## src/rtl/pp_pkg.sv

```systemverilog
package pp_pkg;
    localparam int FRAME_W = 16;
    localparam int CHAN_W  = 4;
    localparam int ADDR_W  = 24;
    localparam int CNT_W   = 32;

    typedef enum logic [1:0] {ST_IDLE, ST_LOAD, ST_RUN} pp_state_e;

    typedef struct packed {
        logic [FRAME_W-1:0] frames;
        logic [1:0]         shift;
        logic               led_en;
    } pp_cfg_t;

    typedef struct packed {
        logic [ADDR_W-1:0] conv_b1;
        logic [ADDR_W-1:0] conv_rx_off;
        logic [ADDR_W-1:0] aud_b1;
        logic [ADDR_W-1:0] aud_rx_off;
    } pp_geom_t;

    function automatic logic [1:0] chan_shift(input logic [CHAN_W-1:0] n);
        if (n >= CHAN_W'(8)) return 2'd3;
        if (n >= CHAN_W'(4)) return 2'd2;
        return 2'd1;
    endfunction
endpackage

```

## src/rtl/pp_geom.sv

```systemverilog
module pp_geom
    import pp_pkg::*;
(
    input  pp_cfg_t  cfg,
    output pp_geom_t geom
);
    localparam int PAD = ADDR_W - FRAME_W;

    logic [ADDR_W-1:0] f_ext;
    logic [2:0]        s;

    assign f_ext = {{PAD{1'b0}}, cfg.frames};
    assign s     = {1'b0, cfg.shift};

    always_comb begin
        geom.aud_b1      = f_ext << s;
        geom.conv_b1     = f_ext << (s + 3'd1);
        geom.aud_rx_off  = f_ext << (s + 3'd1);
        geom.conv_rx_off = f_ext << (s + 3'd2);
    end
endmodule

```

## src/rtl/pp_ptr_pair.sv

```systemverilog
module pp_ptr_pair #(
    parameter int ADDR_W = 24,
    parameter int STEP   = 4
) (
    input  logic              clk,
    input  logic              rst,
    input  logic              reload,
    input  logic              sel,
    input  logic [ADDR_W-1:0] base1,
    input  logic [ADDR_W-1:0] rx_off,
    input  logic              adv,
    output logic [ADDR_W-1:0] ptr_tx,
    output logic [ADDR_W-1:0] ptr_rx
);
    logic [ADDR_W-1:0] base;
    assign base = sel ? base1 : '0;

    always_ff @(posedge clk) begin
        if (rst) begin
            ptr_tx <= '0;
            ptr_rx <= '0;
        end else if (reload) begin
            ptr_tx <= base;
            ptr_rx <= base + rx_off;
        end else if (adv) begin
            ptr_tx <= ptr_tx + ADDR_W'(STEP);
            ptr_rx <= ptr_rx + ADDR_W'(STEP);
        end
    end
endmodule

```

## src/rtl/pp_seq.sv

```systemverilog
module pp_seq
    import pp_pkg::*;
(
    input  logic               clk,
    input  logic               rst,
    input  logic               start,
    input  logic [FRAME_W-1:0] frames_in,
    input  logic [FRAME_W-1:0] frames_q,
    input  logic               frame_done,
    input  logic               stop_req,
    output logic               accept,
    output logic               run,
    output logic               reload,
    output logic               sel_next,
    output logic               buf_idx,
    output logic [CNT_W-1:0]   frame_count,
    output logic               done_irq,
    output logic               cfg_err
);
    pp_state_e          state;
    logic [FRAME_W-1:0] frm_cnt;
    logic               buf_end;

    assign run      = (state == ST_RUN);
    assign accept   = (state == ST_IDLE) && start && (frames_in != '0);
    assign buf_end  = run && frame_done && (frm_cnt == frames_q - 1'b1);
    assign reload   = (state == ST_LOAD) || buf_end;
    assign sel_next = (state == ST_LOAD) ? 1'b0 : ~buf_idx;

    always_ff @(posedge clk) begin
        if (rst) begin
            state       <= ST_IDLE;
            frm_cnt     <= '0;
            buf_idx     <= 1'b0;
            frame_count <= '0;
            done_irq    <= 1'b0;
            cfg_err     <= 1'b0;
        end else begin
            done_irq <= 1'b0;
            unique case (state)
                ST_IDLE: begin
                    if (start) begin
                        cfg_err <= (frames_in == '0);
                        if (frames_in != '0) begin
                            state       <= ST_LOAD;
                            buf_idx     <= 1'b0;
                            frame_count <= '0;
                        end
                    end
                end
                ST_LOAD: begin
                    frm_cnt <= '0;
                    state   <= ST_RUN;
                end
                ST_RUN: begin
                    if (buf_end) begin
                        frm_cnt     <= '0;
                        buf_idx     <= ~buf_idx;
                        frame_count <= frame_count + CNT_W'(frames_q);
                        if (stop_req) begin
                            state    <= ST_IDLE;
                            done_irq <= 1'b1;
                        end
                    end else if (frame_done) begin
                        frm_cnt <= frm_cnt + 1'b1;
                    end
                end
                default: state <= ST_IDLE;
            endcase
        end
    end
endmodule

```

## src/rtl/pingpong_buf_ctrl.sv

```systemverilog
module pingpong_buf_ctrl
    import pp_pkg::*;
#(
    parameter int LED_BIT = 12,
    parameter int STEP    = 4
) (
    input  logic               clk,
    input  logic               rst,
    input  logic               start,
    input  logic [FRAME_W-1:0] cfg_frames,
    input  logic [CHAN_W-1:0]  cfg_chans,
    input  logic               cfg_led_en,
    input  logic               stop_req,
    input  logic               frame_done,
    input  logic               conv_word,
    input  logic               aud_word,
    output logic               running,
    output logic               buf_idx,
    output logic [CNT_W-1:0]   frame_count,
    output logic [ADDR_W-1:0]  conv_dac_addr,
    output logic [ADDR_W-1:0]  conv_adc_addr,
    output logic [ADDR_W-1:0]  aud_tx_addr,
    output logic [ADDR_W-1:0]  aud_rx_addr,
    output logic               led,
    output logic               done_irq,
    output logic               cfg_err
);
    localparam int NPATH = 2;

    pp_cfg_t            cfg_q;
    pp_geom_t           geom;
    logic [FRAME_W-1:0] frames_q;
    logic               accept, reload, sel_next;

    logic [ADDR_W-1:0] b1_a   [NPATH];
    logic [ADDR_W-1:0] off_a  [NPATH];
    logic              adv_a  [NPATH];
    logic [ADDR_W-1:0] ptx_a  [NPATH];
    logic [ADDR_W-1:0] prx_a  [NPATH];

    always_ff @(posedge clk) begin
        if (rst) begin
            cfg_q <= '0;
        end else if (accept) begin
            cfg_q.frames <= cfg_frames;
            cfg_q.shift  <= chan_shift(cfg_chans);
            cfg_q.led_en <= cfg_led_en;
        end
    end

    assign frames_q = cfg_q.frames;

    pp_geom u_geom (.cfg(cfg_q), .geom(geom));

    pp_seq u_seq (
        .clk(clk), .rst(rst), .start(start),
        .frames_in(cfg_frames), .frames_q(frames_q),
        .frame_done(frame_done), .stop_req(stop_req),
        .accept(accept), .run(running), .reload(reload),
        .sel_next(sel_next), .buf_idx(buf_idx),
        .frame_count(frame_count), .done_irq(done_irq), .cfg_err(cfg_err)
    );

    assign b1_a[0]  = geom.conv_b1;
    assign off_a[0] = geom.conv_rx_off;
    assign adv_a[0] = running && conv_word;
    assign b1_a[1]  = geom.aud_b1;
    assign off_a[1] = geom.aud_rx_off;
    assign adv_a[1] = running && aud_word;

    for (genvar g = 0; g < NPATH; g++) begin : g_path
        pp_ptr_pair #(.ADDR_W(ADDR_W), .STEP(STEP)) u_pair (
            .clk(clk), .rst(rst), .reload(reload), .sel(sel_next),
            .base1(b1_a[g]), .rx_off(off_a[g]), .adv(adv_a[g]),
            .ptr_tx(ptx_a[g]), .ptr_rx(prx_a[g])
        );
    end

    assign conv_dac_addr = ptx_a[0];
    assign conv_adc_addr = prx_a[0];
    assign aud_tx_addr   = ptx_a[1];
    assign aud_rx_addr   = prx_a[1];

    assign led = cfg_q.led_en && frame_count[LED_BIT];
endmodule

```

## config.mk

```make
export PLATFORM = sky130hd
export DESIGN_NAME = pingpong_buf_ctrl
export DESIGN_NICKNAME = d
export VERILOG_FILES = /design/src/rtl/pp_pkg.sv /design/src/rtl/pp_geom.sv /design/src/rtl/pp_ptr_pair.sv /design/src/rtl/pp_seq.sv /design/src/rtl/pingpong_buf_ctrl.sv
export SDC_FILE = /design/constraint.sdc
export NUM_CORES = 1
export LEC_CHECK = 0
export BUFFER_PORTS_ARGS = -buffer_cell sky130_fd_sc_hd__buf_2
export CAP_MARGIN = 20
export CORE_MARGIN = 2
export CORE_UTILIZATION = 55
export CTS_BUF_LIST = sky130_fd_sc_hd__clkbuf_8
export CTS_CLUSTER_SIZE = 30
export DETAILED_ROUTE_END_ITERATION = 16
export GPL_TIMING_DRIVEN = 0
export HOLD_SLACK_MARGIN = 0.05
export PLACE_DENSITY = 0.76
export SLEW_MARGIN = 20
export SYNTH_ARGS = -nofsm -noshare
export SYNTH_HDL_FRONTEND = slang
export SYNTH_SLANG_ARGS = --single-unit
```

## constraint.sdc

```tcl
create_clock -name clk -period 5.9 [get_ports clk]
set_input_delay 0.59 -clock clk [delete_from_list [all_inputs] [get_ports clk]]
set_output_delay 0.59 -clock clk [all_outputs]
set_load 0.005 [all_outputs]
```

* Yosys cells after proc, flatten, opt, wreduce, memory -nomap -nowiden
Cells that the tools add are included.
** Storage, ports and cells
- Register bits :: 168
- Latch bits :: 0
- Memory bits (writable) :: 0
- ROM bits :: 0
- Input bits :: 28
- Output and inout port bits :: 133
- Logic and storage cells :: 99
- Memories kept :: 0
** Cells by class
- Add/sub/neg operators :: 11
- Multipliers :: 0
- Divide/modulo/power cells :: 0
- $lt $le $gt $ge :: 2
- Equal/unequal tests :: 8
- Shifts and indexed selects :: 3
- Mux-type cells :: 39
- Bitwise logic cells :: 3
- Reductions and logical operators :: 20
** Operators by type and width (count)
- 24-bit 2-to-1 mux :: 10
- 24-bit by 3-bit adder with 24-bit output (second input constant) :: 4
- 32-bit 2-to-1 mux :: 3
- 32-bit one-hot mux with 2 select lines :: 1
- 24-bit adder :: 2
- 16-bit by 3-bit left shift with 24-bit output :: 2
- 32-bit by 16-bit adder with 32-bit output :: 1
- 16-bit 2-to-1 mux :: 2
- 16-bit one-hot mux with 2 select lines :: 1
- 16-bit by 2-bit left shift with 24-bit output :: 1
- 16-bit by 1-bit adder with 16-bit output (second input constant) :: 1
- 16-bit equality test :: 1
- 16-bit zero test :: 1
- 2-bit 2-to-1 mux :: 8
- 16-bit nonzero test :: 1
- 16-bit by 1-bit subtractor with 16-bit output (second input constant) :: 1
- 1-bit 2-to-1 mux :: 12
- 4-bit AND reduction :: 2
- 2-bit nonzero test :: 4
- 1-bit logical AND :: 7
- 2-bit inequality test (second input constant) :: 3
- 2-bit one-hot mux with 3 select lines :: 1
- 4-bit by 3-bit greater-or-equal comparator with 1-bit output (second input constant) :: 1
- 4-bit greater-or-equal comparator (second input constant) :: 1
- other kinds (12) :: 15

* Logic depth before layout (Yosys ltp)
Gate-level depths: netlist (run 1).
- Word-level depth :: 10
- Depth in mapped cells :: 19
- Gate-level depth less buffers :: 17

* By module
A second synthesis (run 1) with hierarchy kept.
** Second synthesis, totals
- Cell total of the unflattened synthesis :: 1806
- Area, all modules :: 14051.0 µm²
** Modules (own cells, without submodules)
- pp_ptr_pair :: times used 2, cells an instance 527, area each 4008.8 µm², sequential area each 960.9 µm²
- pp_seq :: times used 1, cells an instance 490, area each 3804.9 µm², sequential area each 1061.0 µm²
- pp_geom :: times used 1, cells an instance 196, area each 1522.7 µm², sequential area each 0.0 µm²
- pingpong_buf_ctrl :: times used 1, cells an instance 66, area each 705.7 µm², sequential area each 380.4 µm²

* Worst setup path before layout (run 1)
No wires, ideal clock.
- Kind :: reg2reg
- Start point :: register cfg_q[1] in the netlist's numbering
- End point :: register g_path[1].u_pair.ptr_rx[21]
- Library setup time :: 86 ps
- Arrival time :: 4095 ps
- Data required time :: 5814 ps
- Path slack :: 1719 ps
- Stages on the path, launching flop included :: 17
- Path buffers :: 4
- Clock period less this slack :: 4181 ps
- Cell sequence :: dfxtp_1 > ha_1 > clkbuf_1 > buf_1 > clkbuf_1 > mux4_2 > mux2i_1 > inv_1 > ha_1 > clkbuf_1 > nand3_1 > o311ai_0 > o21ai_0 > o21ai_0 > nand2_1 > xnor2_1 > a211oi_1
** Between the ends
- Cells in the longest elaborated chain, start to end :: 4
- Elaborated cells on any way between the ends :: 6
- Classes of those cells :: add/sub: 2; shift: 2; mux: 2
** RTL lines
- from (decl) :: line pingpong_buf_ctrl.sv:30 : pp_cfg_t cfg_q;
- 2-bit by 1-bit adder with 3-bit output / 16-bit by 2-bit left shift with 24-bit output (equally long branches) :: line pp_geom.sv:18, pp_geom.sv:16
- 16-bit by 3-bit left shift with 24-bit output / 24-bit 2-to-1 mux (equally long branches) :: line pp_geom.sv:18, pp_ptr_pair.sv:16
- 24-bit adder * :: line pp_ptr_pair.sv:24 : ptr_rx <= base + rx_off;
- 24-bit 2-to-1 mux * :: line pp_ptr_pair.sv:22 : end else if (reload) begin
- to (signal assigned) :: line pp_ptr_pair.sv:24
- to (signal assigned) :: line pp_ptr_pair.sv:27 : ptr_rx <= ptr_rx + ADDR_W'(STEP);
- to (decl) :: line pp_ptr_pair.sv:13 : output logic [ADDR_W-1:0] ptr_rx
Mark *: on every way between the ends. The rest lies on a longest branch, timed or not.
A chain may end at the register's enable or synchronous reset.

* Worst setup path in the final report (run 1)
- Start point :: register cfg_q (netlist bit frames_q[0])
- End point :: register g_path[0].u_pair.ptr_tx[19]
** Between the ends
- Cells in the longest elaborated chain, start to end :: 5
- Elaborated cells on any way between the ends :: 8
- Classes of those cells :: add/sub: 1; eq/ne: 1; shift: 1; mux: 2; reduce/logical: 3
** RTL lines
- 16-bit by 1-bit subtractor with 16-bit output :: line pp_seq.sv:26 : assign buf_end = run && frame_done && (frm_cnt == frames_q - 1'b1);
- 16-bit equality test :: line pp_seq.sv:26
- 1-bit logical AND :: line pp_seq.sv:26
- 1-bit logical OR :: line pp_seq.sv:27 : assign reload = (state == ST_LOAD) || buf_end;
- 24-bit 2-to-1 mux / 2-bit nonzero test (equally long branches)
- to (signal assigned) :: line pp_ptr_pair.sv:23 : ptr_tx <= base;
- to (signal assigned) :: line pp_ptr_pair.sv:26 : ptr_tx <= ptr_tx + ADDR_W'(STEP);
- to (decl) :: line pp_ptr_pair.sv:12 : output logic [ADDR_W-1:0] ptr_tx,
Parallel ways exist; a longest one is shown, timed or not.

==> metrics.md, run 1 <==
| Metric | Value |
|---|---|
| Top FF cell, synth | `dfxtp_1` |
| Most common cell in the netlist | `nor2_1` |
| CP max FO | `10` |
| Slowest-stage cell, CP | `nor4_1` |
| CTS Buf Count | `17` |
| Max-slew headroom | `0.2156` |
| TNS Setup | `0 ns` |
| CTS root buf | `clkbuf_8` |
| Main area contributors after synthesis | `dfxtp_1, ha_1, xnor2_1, nor2_1, nand2_1` |
| Core area | `0.02196 mm²` |
| Finished Cell Area | `0.01391 mm²` |
| Warnings from Yosys | `0` |
| Clk Latency, worst-skew pair | `0.49 ns` |
| Nets@finish | `1,897` |
| Die ar. | `0.02371 mm²` |
| Area leader, netlist | `dfxtp_1` |
| MaxCap Viol Count | `0` |
| Worst Hold Depth | `3` |
| Worst Skew | `0.01253 ns` |
| Status | `completed` |
| Yosys reg bits | `168` |
| Die height | `154.0 µm` |
| Post-place instance area | `0.01352 mm²` |
| Vias | `13,110` |
| Clock-pin slew on the worst setup and hold paths | `0.10 ns` |
| Post-cts sizing count | `0` |
| Chip width | `154.0 µm` |
| Worst path cell trace | `buf_6 > inv_1 > ha_1 > nor4b_2 > and2_1 > clkbuf_1 > a31oi_1 > a31o_2 > nor4_1 > nand3_1 > nor2_1 > a22oi_1 > nor3_1` |
| Crit start category | `flip-flop` |
| Remaining Overflow, GRT | `0` |
| Post-place setup slack | `0.7483 ns` |
| Pre-antenna DRT Iters | `6` |
| Dpl hpwl | `34.48 mm` |
| Hold wc startpoint | `cfg_led_en` |
| Initial antenna violation count | `0` |
| Number of synthesized flops with an enable pin | `0` |
| DRT iter0 DRCs | `1,276` |
| Reg2Reg Depth | `13` |
| Synth Instances | `1,621` |
| Reg2reg start | `frames_q[0]` |
| First-pass GRT wire length | `68.52 mm` |
| Site row count | `54` |
| Final WL | `44.86 mm` |
| Hold slack final | `0.3368 ns` |
| P&R area growth vs syn | `12.40%` |
| Unique cell type count in the Yosys netlist | `73` |
| Worst setup margin | `0.4990 ns` |
| Reg2reg end | `g_path[0].u_pair.ptr_tx[19]` |
| CP Data Arrival Time | `5.81 ns` |
| Hold buffer count at cts | `0` |
| Combinational share of power | `0.299` |
| R2R setup slack | `0.50 ns` |
| IO buf count | `157` |
| Clock Power Share | `0.284` |
| Psw | `1152 µW` |
| Sequential Power Share | `0.416` |
| Largest net degree at the start of global routing | `18` |
| Seq/Total Area, Yosys | `0.2718` |
| Pwr/cell area | `214.7 mW/mm²` |
| Synth cell count leaders | `nor2_1, nand2_1, dfxtp_1` |
| H-tree depth | `4` |
| Syn_area_per_cell | `7.633 µm²` |
| Final period util | `0.9154` |
| CP endpoint kind | `flip-flop` |
| Post-CTS setup buffers | `0` |
| Worst Tran Pin Value | `1.166 ns` |
| Share of cells above drive strength 1 | `0.1290` |
| P_int | `1834 µW` |
| Worst VDD drop | `0.1394 mV` |
| Synth top area share | `0.2718` |
| Final hold violation count | `0` |
| Mapped Area | `0.01237 mm²` |
| Leakage power | `0.005931 µW` |
| Fmax | `185.2 MHz` |
| Ports placed on the boundary | `161` |
| Vias per std cell | `6.259` |
| Clk buf depth | `2` |
| Final setup violation count | `0` |
| CTS tree | `yes` |
| Max stage delay on crit path | `0.98 ns` |
| Antenna Violating Nets Remaining | `0` |
| Post-layout min period | `5.401 ns` |
| GPL Wtd Cong | `1.046` |
| Starting Density | `0.5635` |
| Switching Share | `0.3858` |
| GRT Util Overall | `0.3710` |
| Final routed DRC violation total | `0` |
| Vias in the first global route | `12,120` |
| Share of async-settable or async-resettable flops after synthesis | `0` |
| Worst Path Required | `6.31 ns` |
| Worst hold path type | `input port to flip-flop` |
| WL/cell | `21.41 µm` |
| Worst Hold Endpoint | `cfg_q[0]` |
| Critical path class | `flip-flop to flip-flop` |
| RSZ-0062 raised after global routing | `no` |
| Max Slew Vio Count | `0` |
| # clock sinks | `168` |
| Util after Layout | `0.6333` |
## area by class of cell
cell class | instances | area (µm²)
fillers | 2047 | 8051
plain buffers | 98 | 380.4
inverters | 39 | 146.4
clock buffers | 19 | 261.5
diodes | 1 | 2.502
multi-input cells | 1320 | 8498
repair buffers | 157 | 785.8
clock inverters | 13 | 118.9
flip-flops and latches | 168 | 3363
well taps | 280 | 350.3
## worst max path at each step
stage / start / to / slack, ns / cells after the start
floorplan: cfg_q[1] / g_path[1].u_pair.ptr_rx[21] / 1.72 / 16
global placement: cfg_q[2] / g_path[1].u_pair.ptr_rx[21] / 0.79 / 18
detailed placement: cfg_q[2] / g_path[1].u_pair.ptr_rx[21] / 0.75 / 18
CTS: cfg_q[2] / g_path[1].u_pair.ptr_rx[21] / 0.73 / 18
global route: cfg_q[2] / g_path[1].u_pair.ptr_rx[21] / 0.14 / 18
finish: frames_q[0] / g_path[0].u_pair.ptr_tx[19] / 0.50 / 13
## registers in the layout, indices dropped and copies added (netlist names)
register and cells:
u_seq.state 2, u_seq.frame_count 32, cfg_q 3, u_seq.cfg_err 1, u_seq.frm_cnt 16, u_seq.done_irq 1
frames_q 16, g_path.u_pair.ptr_tx 48, g_path.u_pair.ptr_rx 48, u_seq.buf_idx 1
## cell usage in the layout, fill, tap and decap left out, drive strengths merged, types with 30 or more instances in the layout
cell type,synthesis,layout
a211oi,64,64
a21oi,128,128
and2,33,33
and3,30,30
buf,15,172
clkbuf,83,102
dfxtp,168,168
ha,65,65
inv,39,50
nand2,184,184
nand3,70,70
nand4,34,34
nor2,191,191
nor3,46,46
o21ai,53,53
xnor2,82,82
xor2,66,66
## worst max-delay path: cells and delay by family (launching register included)
kind	cells	cell delay [ns]
simple gates	6	3.53
compound gates	3	0.60
buf+inv	3	0.55
flops	1	0.34
fa+ha+maj	1	0.30
## cells by family (layout without fill, tap and decap cells)
| logic type | count (synthesis) | count (layout) | share of synthesized area |
|---|---|---|---|
| AO/OA/AOI/OAI | 394 | 394 | 0.2098 |
| XOR/XNOR | 148 | 148 | 0.1048 |
| adder cells (fa/ha/maj) | 68 | 68 | 0.07058 |
| buffers and inverters | 137 | 326 | 0.04257 |
| flip-flops | 168 | 168 | 0.2718 |
| multiplexers | 31 | 31 | 0.03883 |
| other | 1 | 6 | 0.0003031 |
| AND/OR/NAND/NOR | 674 | 674 | 0.2613 |
## metrics by stage
step	total power, µW	std cells
3_5_place_dp	2130	2062
6_report	2986	2095
4_1_cts	2956	2094
3_3_place_gp	2121	2062
2_1_floorplan	1850	1625
5_1_grt	3106	2094
## metal layers
layer,vias up,part of all wire,track usage
met5,-,0,0
met4,0,0.053,0.1958
met3,144,0.080,0.05891
met2,673,0.47,0.6152
met1,6111,0.40,0.4654
li1,6185,-,-
## power groups by stage
stage | sequential (µW) | combinational (µW) | clock, µW
global placement | 1260 | 856 | 0
detailed placement | 1270 | 864 | 0
floorplan | 1250 | 595 | 0
finish | 1240 | 894 | 849
global route | 1250 | 961 | 895
CTS | 1240 | 869 | 847
(Power assumes the default switching activity.)
==> run 2, diff against run 1 <==
==> constraint.sdc (replaced) <==
create_clock -name clk -period 5.9 [get_ports clk]
set_input_delay 0.295 -clock clk [delete_from_list [all_inputs] [get_ports clk]]
set_output_delay 0.295 -clock clk [all_outputs]
set_load 0.005 [all_outputs]
==> run 2 against run 1 <==
Clock power about the same. Clock skew hardly changed. Power about the same. Critical path type unchanged. First-iteration DRC count rose by 1.3%. Sequential share of layout area about the same. Core utilization up 0.091 points.
==> metrics.md, run 2 (synthesis results as in run 1) <==
| Metric | Value |
|---|---|
| Site row count | `54 (unchanged)` |
| Antenna Violating Nets Remaining | `0 (unchanged)` |
| CTS root buf | `clkbuf_8 (unchanged)` |
| Share of cells above drive strength 1 | `0.1289 (was 0.1290)` |
| Final period util | `0.9297 (was 0.9154)` |
| MaxCap Viol Count | `0 (unchanged)` |
| Dpl hpwl | `34.48 mm (unchanged)` |
| Crit start category | `flip-flop (unchanged)` |
| TNS Setup | `0 ns (unchanged)` |
| Post-place setup slack | `0.7483 ns (unchanged)` |
| Fill cells | `2,044 (was 2,047)` |
| Vias | `13,160 (was 13,110)` |
| Die height | `154.0 µm (unchanged)` |
| Max Slew Vio Count | `0 (unchanged)` |
| Worst Path Required | `6.31 ns (about the same)` |
| Highest-count cells in the layout ignoring fill and taps | `nor2_1, nand2_1, dfxtp_1 (unchanged)` |
| Slowest-stage cell, CP | `nor4_1 (unchanged)` |
| Sequential cell area | `0.003363 mm² (unchanged)` |
| P&R area growth vs syn | `12.56% (was 12.40%)` |
| Nets@finish | `1,899 (was 1,897)` |
| Area of the multi-input gates | `0.008498 mm² (unchanged)` |
| Clock-pin slew on the worst setup and hold paths | `0.10 ns (about the same)` |
| Core area | `0.02196 mm² (unchanged)` |
| WL/cell | `21.42 µm (was 21.41 µm)` |
| Starting Density | `0.5635 (unchanged)` |
| Ports placed on the boundary | `161 (unchanged)` |
| Leakage power | `0.005939 µW (was 0.005931 µW)` |
| Initial antenna violation count | `0 (unchanged)` |
| Worst path cell trace | `buf_6 > inv_1 > ha_1 > nor4b_2 > and2_1 > clkbuf_1 > a31oi_1 > a31o_2 > nor4_1 > nand3_1 > nor2_1 > a22oi_1 > nor3_1 (unchanged)` |
| Post-layout min period | `5.485 ns (was 5.401 ns)` |
| Pre-antenna DRT Iters | `6 (unchanged)` |
| First-pass GRT wire length | `68.52 mm (about the same)` |
| Vias per std cell | `6.275 (was 6.259)` |
| Final setup violation count | `0 (unchanged)` |
| CTS Buf Count | `17 (unchanged)` |
| Clk buf depth | `2 (unchanged)` |
| Worst Skew | `0.01302 ns (was 0.01253 ns)` |
| Final hold violation count | `0 (unchanged)` |
| Final routed DRC violation total | `0 (unchanged)` |
| CP endpoint kind | `flip-flop (unchanged)` |
| Remaining Overflow, GRT | `0 (unchanged)` |
| CP Data Arrival Time | `5.89 ns (was 5.81 ns)` |
| Vias in the first global route | `12,120 (about the same)` |
| Clk Latency, worst-skew pair | `0.49 ns (about the same)` |
| Post-CTS setup buffers | `0 (unchanged)` |
| RSZ-0062 raised after global routing | `no (unchanged)` |
| Status | `completed (unchanged)` |
| CTS tree | `yes (unchanged)` |
| Die ar. | `0.02371 mm² (unchanged)` |
| CP max FO | `10 (unchanged)` |
| IO buf count | `157 (unchanged)` |
| Critical path class | `flip-flop to flip-flop (unchanged)` |
| GPL Wtd Cong | `1.046 (unchanged)` |
| Worst hold path type | `input port to flip-flop (unchanged)` |
| # clock sinks | `168 (unchanged)` |
| Worst Tran Pin Value | `1.217 ns (was 1.166 ns)` |
| GRT Util Overall | `0.3711 (was 0.3710)` |
| Largest registers | `g_path.u_pair.ptr_rx x48, g_path.u_pair.ptr_tx x48, u_seq.frame_count x32 (unchanged)` |
| H-tree depth | `4 (unchanged)` |
| Max stage delay on crit path | `1.02 ns (was 0.98 ns)` |
| Largest net degree at the start of global routing | `18 (unchanged)` |
| Chip width | `154.0 µm (unchanged)` |
| Pwr/cell area | `214.4 mW/mm² (was 214.7 mW/mm²)` |
| Final WL | `44.91 mm (was 44.86 mm)` |
| Max-slew headroom | `0.1812 (was 0.2156)` |
| Commonest non-fill, non-tap cell in the layout | `nor2_1 (unchanged)` |
| Worst setup margin | `0.4148 ns (was 0.4990 ns)` |
| DRT iter0 DRCs | `1,293 (was 1,276)` |
| Fmax | `182.3 MHz (was 185.2 MHz)` |
| Worst VDD drop | `0.1389 mV (was 0.1394 mV)` |
-- run 2: cell count changes in the layout (fill, tap and decap cells not counted) --
cell	change
dlygate4sd3_1	+2
-- run 2: worst max-delay path, delay by kind of cell (launching register included) --
family	cells	cell delay, ns
flip-flops	1	0.34
AO/OA/AOI/OAI	3	0.60
buffers and inverters	3	0.55
adder cells (fa/ha/maj)	1	0.30
AND/OR/NAND/NOR	6	3.61
-- run 2: path summary, 6_finish.rpt --
check	startpoint	end	slack (ns)	cells past startpoint
hold reg to reg	g_path[0].u_pair.ptr_rx[0]	g_path[0].u_pair.ptr_rx[0]	0.46	2
setup / recovery	frames_q[0]	g_path[1].u_pair.ptr_tx[11]	0.41	13
setup reg to reg	frames_q[0]	g_path[1].u_pair.ptr_tx[11]	0.41	13
hold / removal	cfg_frames[9]	frames_q[9]	0.05	3
-- run 2: area by class of cell --
cell class	count	share of cell area
diodes	1	0.0001797
plain buffers	98	0.02731
clock inverters	13	0.008535
well taps	280	0.02515
inverters	39	0.01051
clock buffers	19	0.01878
multi-input cells	1320	0.6102
flip-flops and latches	168	0.2415
repair buffers	159	0.05786
-- run 2: routing by layer --
layer	global-route usage	routed length, µm
met1	0.4654	17910
met2	0.6156	21090
met3	0.05862	3481
met4	0.1958	2421
met5	0	0
-- run 2: timing repair --
item | in CTS | in global routing
hold buffers | 2 | 0
hold endpoints to repair | 2 | 0
resized for setup | 0 | 0
-- run 2: per-stage QoR --
stage               hold slack, ns  std cells  power [µW]  cell area [µm²]    util
floorplan                   0.4310       1625        1850            12390       -
global placement            0.4400       2062        2121            13520  0.6159
detailed placement          0.4511       2062        2130            13520  0.6159
CTS                        0.05083       2096        2957            13920  0.6341
global route               0.06039       2096        3107            13920  0.6341
finish                     0.04723       2097        2986            13930  0.6342
-- run 2: where the power goes --
| part | switching, µW | internal [µW] | total, µW |
|---|---|---|---|
| Sequential | 61.5 | 1180 | 1240 |
| Clock | 515 | 334 | 849 |
| Combinational | 575 | 320 | 894 |
